===== config.mk =====
export PLATFORM = sky130hd
export DESIGN_NAME = wide_wr_issuer
export DESIGN_NICKNAME = d
export VERILOG_FILES = /design/src/rtl/wmw_pkg.sv /design/src/rtl/wmw_packer.sv /design/src/rtl/wmw_addr_gen.sv /design/src/rtl/wmw_seq.sv /design/src/rtl/wide_wr_issuer.sv
export SDC_FILE = /design/constraint.sdc
export NUM_CORES = 1
export LEC_CHECK = 0
export BUFFER_PORTS_ARGS = -buffer_cell sky130_fd_sc_hd__buf_2
export CAP_MARGIN = 40
export CELL_PAD_IN_SITES_DETAIL_PLACEMENT = 0
export CELL_PAD_IN_SITES_GLOBAL_PLACEMENT = 1
export CORE_AREA = 2 2 269 271
export DETAILED_ROUTE_END_ITERATION = 8
export DIE_AREA = 0 0 271 273
export PLACE_DENSITY = 0.71
export SLEW_MARGIN = 20
export SYNTH_ARGS = -nofsm -noshare
export SYNTH_HDL_FRONTEND = slang
export SYNTH_SLANG_ARGS = --single-unit

===== constraint.sdc =====
create_clock -name clk_i -period 3.1 [get_ports clk_i]
set_input_delay 0.62 -clock clk_i [delete_from_list [all_inputs] [get_ports clk_i]]
set_output_delay 0.62 -clock clk_i [all_outputs]
set_load 0.01 [all_outputs]

===== src/rtl/wmw_pkg.sv =====
package wmw_pkg;
  localparam int unsigned WORD_W  = 64;
  localparam int unsigned LANES   = 8;
  localparam int unsigned ADDR_W  = 32;
  localparam int unsigned CNT_W   = 10;
  localparam int unsigned BEATS_W = 16;
  localparam logic [CNT_W-1:0] ROOM_LIMIT = CNT_W'('h1FF);

  typedef enum logic {ST_IDLE, ST_RUN} run_state_e;
endpackage


===== src/rtl/wmw_packer.sv =====
module wmw_packer #(
  parameter int unsigned WORD_W = 64,
  parameter int unsigned LANES  = 8,
  localparam int unsigned BEAT_W = WORD_W * LANES,
  localparam int unsigned IDX_W  = (LANES > 1) ? $clog2(LANES) : 1
) (
  input  logic              clk_i,
  input  logic              rst_ni,
  input  logic              clear_i,
  input  logic              accept_i,
  input  logic [WORD_W-1:0] word_i,
  input  logic              push_i,
  output logic              full_o,
  output logic [BEAT_W-1:0] beat_o
);
  localparam logic [IDX_W-1:0] LAST_IDX = IDX_W'(LANES - 1);

  logic [IDX_W-1:0]  lane_q;
  logic              full_q;
  logic [WORD_W-1:0] lane_data_q [LANES];
  logic              last_word;

  assign last_word = accept_i && (lane_q == LAST_IDX);

  always_ff @(posedge clk_i or negedge rst_ni) begin
    if (!rst_ni) begin
      lane_q <= '0;
      full_q <= 1'b0;
    end else if (clear_i) begin
      lane_q <= '0;
      full_q <= 1'b0;
    end else begin
      if (accept_i) lane_q <= last_word ? '0 : lane_q + 1'b1;
      full_q <= (full_q && !push_i) || last_word;
    end
  end

  for (genvar g = 0; g < LANES; g++) begin : g_lane
    always_ff @(posedge clk_i or negedge rst_ni) begin
      if (!rst_ni) lane_data_q[g] <= '0;
      else if (accept_i && lane_q == IDX_W'(g)) lane_data_q[g] <= word_i;
    end
    assign beat_o[g*WORD_W +: WORD_W] = lane_data_q[g];
  end

  assign full_o = full_q;

  // a waiting beat keeps its content
  a_r5_hold_beat: assert property (@(posedge clk_i) disable iff (!rst_ni)
    (full_q && !push_i && !clear_i) |=> $stable(beat_o));
endmodule


===== src/rtl/wmw_addr_gen.sv =====
module wmw_addr_gen #(
  parameter int unsigned ADDR_W = 32,
  parameter int unsigned STEP   = 8,
  localparam int unsigned LOW_W = (STEP > 1) ? $clog2(STEP) : 1
) (
  input  logic              clk_i,
  input  logic              rst_ni,
  input  logic              load_i,
  input  logic [ADDR_W-1:0] base_i,
  input  logic              push_i,
  output logic [ADDR_W-1:0] addr_o
);
  localparam logic [ADDR_W-1:0] ALIGN_MASK = ~ADDR_W'(STEP - 1);

  logic [ADDR_W-1:0] addr_q;

  always_ff @(posedge clk_i or negedge rst_ni) begin
    if (!rst_ni)     addr_q <= '0;
    else if (load_i) addr_q <= base_i & ALIGN_MASK;
    else if (push_i) addr_q <= addr_q + ADDR_W'(STEP);
  end

  assign addr_o = addr_q;

  // address always aligned to one beat
  a_r6_align: assert property (@(posedge clk_i) disable iff (!rst_ni)
    addr_q[LOW_W-1:0] == '0);
  // one beat step per push
  a_r7_step: assert property (@(posedge clk_i) disable iff (!rst_ni)
    (push_i && !load_i) |=> addr_q == $past(addr_q) + ADDR_W'(STEP));
endmodule


===== src/rtl/wmw_seq.sv =====
module wmw_seq
  import wmw_pkg::*;
#(
  parameter int unsigned BEATS_W = 16
) (
  input  logic               clk_i,
  input  logic               rst_ni,
  input  logic               start_i,
  input  logic [BEATS_W-1:0] beats_i,
  input  logic               filled_i,
  input  logic               push_i,
  output logic               load_o,
  output logic               active_o,
  output logic               fill_open_o,
  output logic               done_o
);
  run_state_e         state_q;
  logic [BEATS_W-1:0] fill_left_q;
  logic [BEATS_W-1:0] push_left_q;
  logic               done_q;
  logic               last_push;

  assign load_o    = start_i && (state_q == ST_IDLE);
  assign last_push = push_i && (push_left_q == BEATS_W'(1));

  always_ff @(posedge clk_i or negedge rst_ni) begin
    if (!rst_ni) begin
      state_q     <= ST_IDLE;
      fill_left_q <= '0;
      push_left_q <= '0;
      done_q      <= 1'b0;
    end else begin
      done_q <= 1'b0;
      if (load_o) begin
        fill_left_q <= beats_i;
        push_left_q <= beats_i;
        if (beats_i == '0) done_q  <= 1'b1;
        else               state_q <= ST_RUN;
      end else if (state_q == ST_RUN) begin
        if (filled_i) fill_left_q <= fill_left_q - 1'b1;
        if (push_i)   push_left_q <= push_left_q - 1'b1;
        if (last_push) begin
          state_q <= ST_IDLE;
          done_q  <= 1'b1;
        end
      end
    end
  end

  assign active_o    = (state_q == ST_RUN);
  assign fill_open_o = (state_q == ST_RUN) && (fill_left_q != '0);
  assign done_o      = done_q;
endmodule


===== src/rtl/wide_wr_issuer.sv =====
module wide_wr_issuer
  import wmw_pkg::*;
#(
  parameter int unsigned DW     = wmw_pkg::WORD_W,
  parameter int unsigned NLANE  = wmw_pkg::LANES,
  parameter int unsigned AW     = wmw_pkg::ADDR_W,
  parameter int unsigned CW     = wmw_pkg::CNT_W,
  parameter int unsigned BW     = wmw_pkg::BEATS_W,
  localparam int unsigned BEAT_W = DW * NLANE
) (
  input  logic              clk_i,
  input  logic              rst_ni,
  input  logic              start_i,
  input  logic [AW-1:0]     base_addr_i,
  input  logic [BW-1:0]     beat_num_i,
  input  logic [DW-1:0]     in_data_i,
  input  logic              in_valid_i,
  output logic              in_ready_o,
  input  logic [CW-1:0]     addr_fifo_cnt_i,
  input  logic [CW-1:0]     data_fifo_cnt_i,
  output logic              addr_we_o,
  output logic [AW-1:0]     addr_din_o,
  output logic              data_we_o,
  output logic [BEAT_W-1:0] data_din_o,
  output logic              done_o
);
  localparam logic [CW-1:0] LIMIT = CW'(ROOM_LIMIT);

  logic room, full, push, accept, load, active, fill_open, filled;

  assign room   = (addr_fifo_cnt_i < LIMIT) && (data_fifo_cnt_i < LIMIT);
  assign push   = full && room;
  assign accept = in_valid_i && in_ready_o;
  assign in_ready_o = fill_open && (!full || room);

  wmw_seq #(.BEATS_W(BW)) u_seq (
    .clk_i, .rst_ni,
    .start_i, .beats_i(beat_num_i),
    .filled_i(filled), .push_i(push),
    .load_o(load), .active_o(active), .fill_open_o(fill_open), .done_o
  );

  wmw_packer #(.WORD_W(DW), .LANES(NLANE)) u_pack (
    .clk_i, .rst_ni,
    .clear_i(load), .accept_i(accept), .word_i(in_data_i),
    .push_i(push), .full_o(full), .beat_o(data_din_o)
  );

  wmw_addr_gen #(.ADDR_W(AW), .STEP(NLANE)) u_addr (
    .clk_i, .rst_ni,
    .load_i(load), .base_i(base_addr_i), .push_i(push), .addr_o(addr_din_o)
  );

  // the packer raises full on the last lane of each beat
  logic [$clog2(NLANE+1)-1:0] lane_seen_q;
  always_ff @(posedge clk_i or negedge rst_ni) begin
    if (!rst_ni)     lane_seen_q <= '0;
    else if (load)   lane_seen_q <= '0;
    else if (accept) lane_seen_q <= (lane_seen_q == $bits(lane_seen_q)'(NLANE-1)) ? '0 : lane_seen_q + 1'b1;
  end
  assign filled = accept && (lane_seen_q == $bits(lane_seen_q)'(NLANE-1));

  assign addr_we_o = push;
  assign data_we_o = push && active;

  // both FIFOs are written in the same cycle
  a_r2_pair: assert property (@(posedge clk_i) disable iff (!rst_ni)
    addr_we_o == data_we_o);
  // no push without room in both FIFOs
  a_r4_room: assert property (@(posedge clk_i) disable iff (!rst_ni)
    data_we_o |-> (addr_fifo_cnt_i < LIMIT) && (data_fifo_cnt_i < LIMIT));
  // done follows a final push or an empty start
  a_r9_done: assert property (@(posedge clk_i) disable iff (!rst_ni)
    $rose(done_o) |-> $past(addr_we_o) || $past(start_i && !active));
  // no word taken while a full beat is stalled
  a_r5_no_accept: assert property (@(posedge clk_i) disable iff (!rst_ni)
    (full && !room) |-> !in_ready_o);
endmodule


==> impl_summary.txt <==
----------------------------------------------------
[Synthesis]
  Synthesized netlist cell count ... roughly 1600
  Area share of the largest cell type after synthesis ... a little over three fifths
  Mean Syn Cell Area ... 14.6 um^2
  Leading post-synthesis cells by cell area ... dfrtp_1 63%, mux2_2 25%, buf_2 1.1%
  Synth warnings ... 0
  FF+latch count, synth ... ~580
  Netlist cell types ... 50
  Combinational family with the most area after synthesis ... multiplexers
  Number of enable flip-flop cells after synthesis ... 0
  Post-Synth Adder-Cell Area ... less than 1%
  Most used flip-flop cell after synthesis ... dfrtp_1
  Area leader, netlist ... dfrtp_1
  Multiplexer share of the synthesized area ... 24.9%
  Mapped cell area ... around 23000 um^2
  Compound-Gate Fraction of Synth Area ... 3.18%
  Simple-gate share of the synthesized area ... under 10%
  Post-synthesis async set-or-reset flop share ... 100%
  Area share of xor/xnor cells in the synthesized design ... less than 1%
  Register area share after synthesis ... a little over three fifths

[Critical path]
  Setup crit start kind ... flip-flop
  Max Fanout on Critical Path ... 7
  Worst flop-to-flop path startpoint ... u_seq.fill_left_q[11]$_DFFE_PN0P_
  Setup Crit Path Kind ... flip-flop to output port
  Critical path data required time ... approximately 2.5 ns
  Endpoint kind of the worst setup timing path ... output port
  Arrival @ worst endpoint ... approximately 2.3 ns
  CP startpoint ... u_seq.fill_left_q[11]$_DFFE_PN0P_

[Clock network]
  Number of H-tree levels ... 3
  Clock insertion delay at the later pin of the skew report ... slightly above 0.6 ns
  CTS Buf Count ... 67
  Clock transition at the registers of the reported paths ... roughly 0.06 ns
  Buffer type at the clock tree root ... clkbuf_16
  Clock tree sinks ... 583
  TritonCTS clock tree ... done
  CTS Buffer Depth ... 3
  Post-cts resize count ... 0

[Timing]
  Post-route setup slack ... between 0.15 and 0.2 ns
  Shortest period the worst path allows ... between 2 and 3 ns
  Transition time at the pin with the least slew margin ... 0.663 ns
  Maximum frequency from static timing analysis ... approximately 0.34 GHz
  Final Hold Violating Endpoints ... 0
  Max-slew headroom at the worst pin ... between 50% and 60%
  Tcrit/Tclk final ... 94.2%
  Final worst clock skew ... slightly below 0.03 ns
  Final number of max-transition violations ... 0
  Sum of negative setup slack ... 0 ns
  RSZ-0062 raised after global routing ... false
  Setup-violating endpoint count in the final report ... 0

[Floorplanning]
  Placeable core region ... between 70000 and 80000 um^2
  Top-Level Pins ... a little under 700
  Starting density of the core ... about a third
  Overall die area ... roughly 74000 um^2
  DIE HEIGHT ... 273 um
  Site Rows ... 98
  Die boundary width ... roughly 270 um

[Cells and area]
  Most frequent cells in the layout ... 676 x buf_2, 583 x dfrtp_1, 513 x mux2_2, 68 x clkbuf_16, 52 x nand2_1
  Commonest non-fill, non-tap cell in the layout ... buf_2
  Fraction of layout cells with a size suffix above 1 ... 58.2%
  Layout overhead on the synthesized area ... 31.0%
  Total of fill cells in the finished design ... approximately 6500
  Nets@finish ... around 2500

[Route]
  DR vias ... 16400
  Antenna-violating nets left ... 0
  Post-route DRC ... 0
  Drt total wl ... roughly 73000 um
  Detailed-router iteration count before antenna repair ... 5
  Routed wire length per instance ... 22.0 um
  Detailed Route Iter0 Violations ... between 800 and 900
  Detail-routed via count per cell ... about 5.0

[Min path]
  Start point of the worst hold path ... base_addr_i[3]
  Worst hold path class ... input pin to flip-flop

[Global route]
  Number of global-route vias before repair ... between 15000 and 20000
  Overall track demand over capacity in global routing ... 19.2%
  Maximum number of pins on one net before global-route repair ... 98
  Initial antenna violation count ... 6
  Wire length of the first global-routing pass ... between 100000 and 150000 um
  Global route total overflow ... 0

[Power and ir drop]
  Peak VDD IR ... about 0.64 mV
  Leakage power ... ~14 nW
  Areal power density over the cells ... 1100 nW/um^2

[Job]
  Max Cap Violations ... 0

[Status]
  Run status ... finished clean

[Place]
  HPWL after detailed placement ... roughly 51000 um
  Dpl ws ... approximately 0.33 ns
  RD Place Congestion ... 0.844
  Count of buffers from port buffering ... approximately 680

----------------------------------------------------
per-layer routing:
| layer | share of wire [%] | global-route usage, % | wire, um | up-vias |
|---|---|---|---|---|
| met4 | 4.5 | 9.62 | 3310 | 2 |
| met5 | 0.0096 | 0 | 7 | - |
| met2 | 50 | 33.2 | 36600 | 577 |
| met1 | 39 | 22.4 | 28300 | 8459 |
| met3 | 6.3 | 4.53 | 4560 | 172 |
| li1 | - | - | - | 7238 |
what timing repair did:
item                       CTS  global route
hold buffers                 1             0
setup endpoints to repair    1             0
buffers inserted             1             0
hold endpoints to repair    31             0
flip-flops by register name (all words and copies together), names as in the netlist:
register and cells:
u_seq.active_o 1, u_pack.beat_o 512, u_addr.addr_o 29, u_seq.done_o 1, u_pack.full_o 1, u_seq.push_left_q 16, u_pack.lane_q 3, lane_seen_q 4
u_seq.fill_left_q 16
power by group:
part	switching (mW)	internal [mW]
clock network	3.24	4.92
registers	1.90	11.2
logic	6.24	5.94
total	11.4	22.1
cells in the mapped netlist (12+ instances only):
library cell	number
a21oi_1	14
a31oi_1	19
buf_2	49
clkbuf_1	40
dfrtp_1	583
ha_1	12
inv_1	14
mux2_2	513
nand2_1	52
nand3_1	33
nand4_1	15
nor2_1	40
nor3_1	15
nor4_1	20
o211ai_1	15
o21ai_0	13
o311ai_0	14
o31ai_1	13
or3_1	15
or4_1	22
xnor2_1	18
worst max-delay path, cell delays in order, from the launching register on:
cell      delay (ns)
dfrtp_1         0.43
or4_1           0.63
nand4b_1        0.26
and3_1          0.26
buf_2           0.14
final cells by class:
class | instances | area (um^2) | share of cell area (%)
antenna | 5 | 12.5 | 0.0410
clock buffer | 91 | 1940 | 6.34
clock inverter | 24 | 365 | 1.20
inverter | 14 | 52.6 | 0.172
multi-input combinational | 913 | 8330 | 27.3
sequential | 583 | 14600 | 47.8
tap | 950 | 1190 | 3.89
timing repair buffer | 732 | 4070 | 13.3
logic make-up (layout without fill, tap and decap cells):
group / Yosys count / after routing
muxes: 516 / 516
xor gates and xnor gates: 18 / 18
DFF: 583 / 583
other: 1 / 8
AOI/OAI and AO/OA: 107 / 107
buffers and inverters: 107 / 861
adders and majority gates: 12 / 12
and+or+nand+nor: 257 / 257
final timing paths:
check	end	slack, ns	cells after the start
max	in_ready_o	0.18	4
min	u_addr.addr_o[3]$_DFFE_PN0P_	0.23	3
max reg2reg	u_pack.beat_o[474]$_DFFE_PN0P_	0.35	7
min reg2reg	u_pack.beat_o[239]$_DFFE_PN0P_	0.50	1
max in group asynchronous	u_addr.addr_o[26]$_DFFE_PN0P_	1.54	3
min in group asynchronous	u_pack.beat_o[453]$_DFFE_PN0P_	0.59	2
metrics by stage:
stage | util (%) | hold slack, ns | total power [mW] | cells | cell area [um^2]
after global routing | 43.0 | 0.213 | 35.3 | 3311 | 30500
after global placement | 39.7 | 0.479 | 25.1 | 3188 | 28200
final | 43.0 | 0.228 | 33.5 | 3312 | 30500
after CTS | 43.0 | 0.174 | 33.9 | 3306 | 30500
after detailed placement | 39.7 | 0.487 | 25.5 | 3189 | 28200
after floorplan | - | 0.324 | 19.4 | 1603 | 23300
Power figures use the tool's default switching activity.
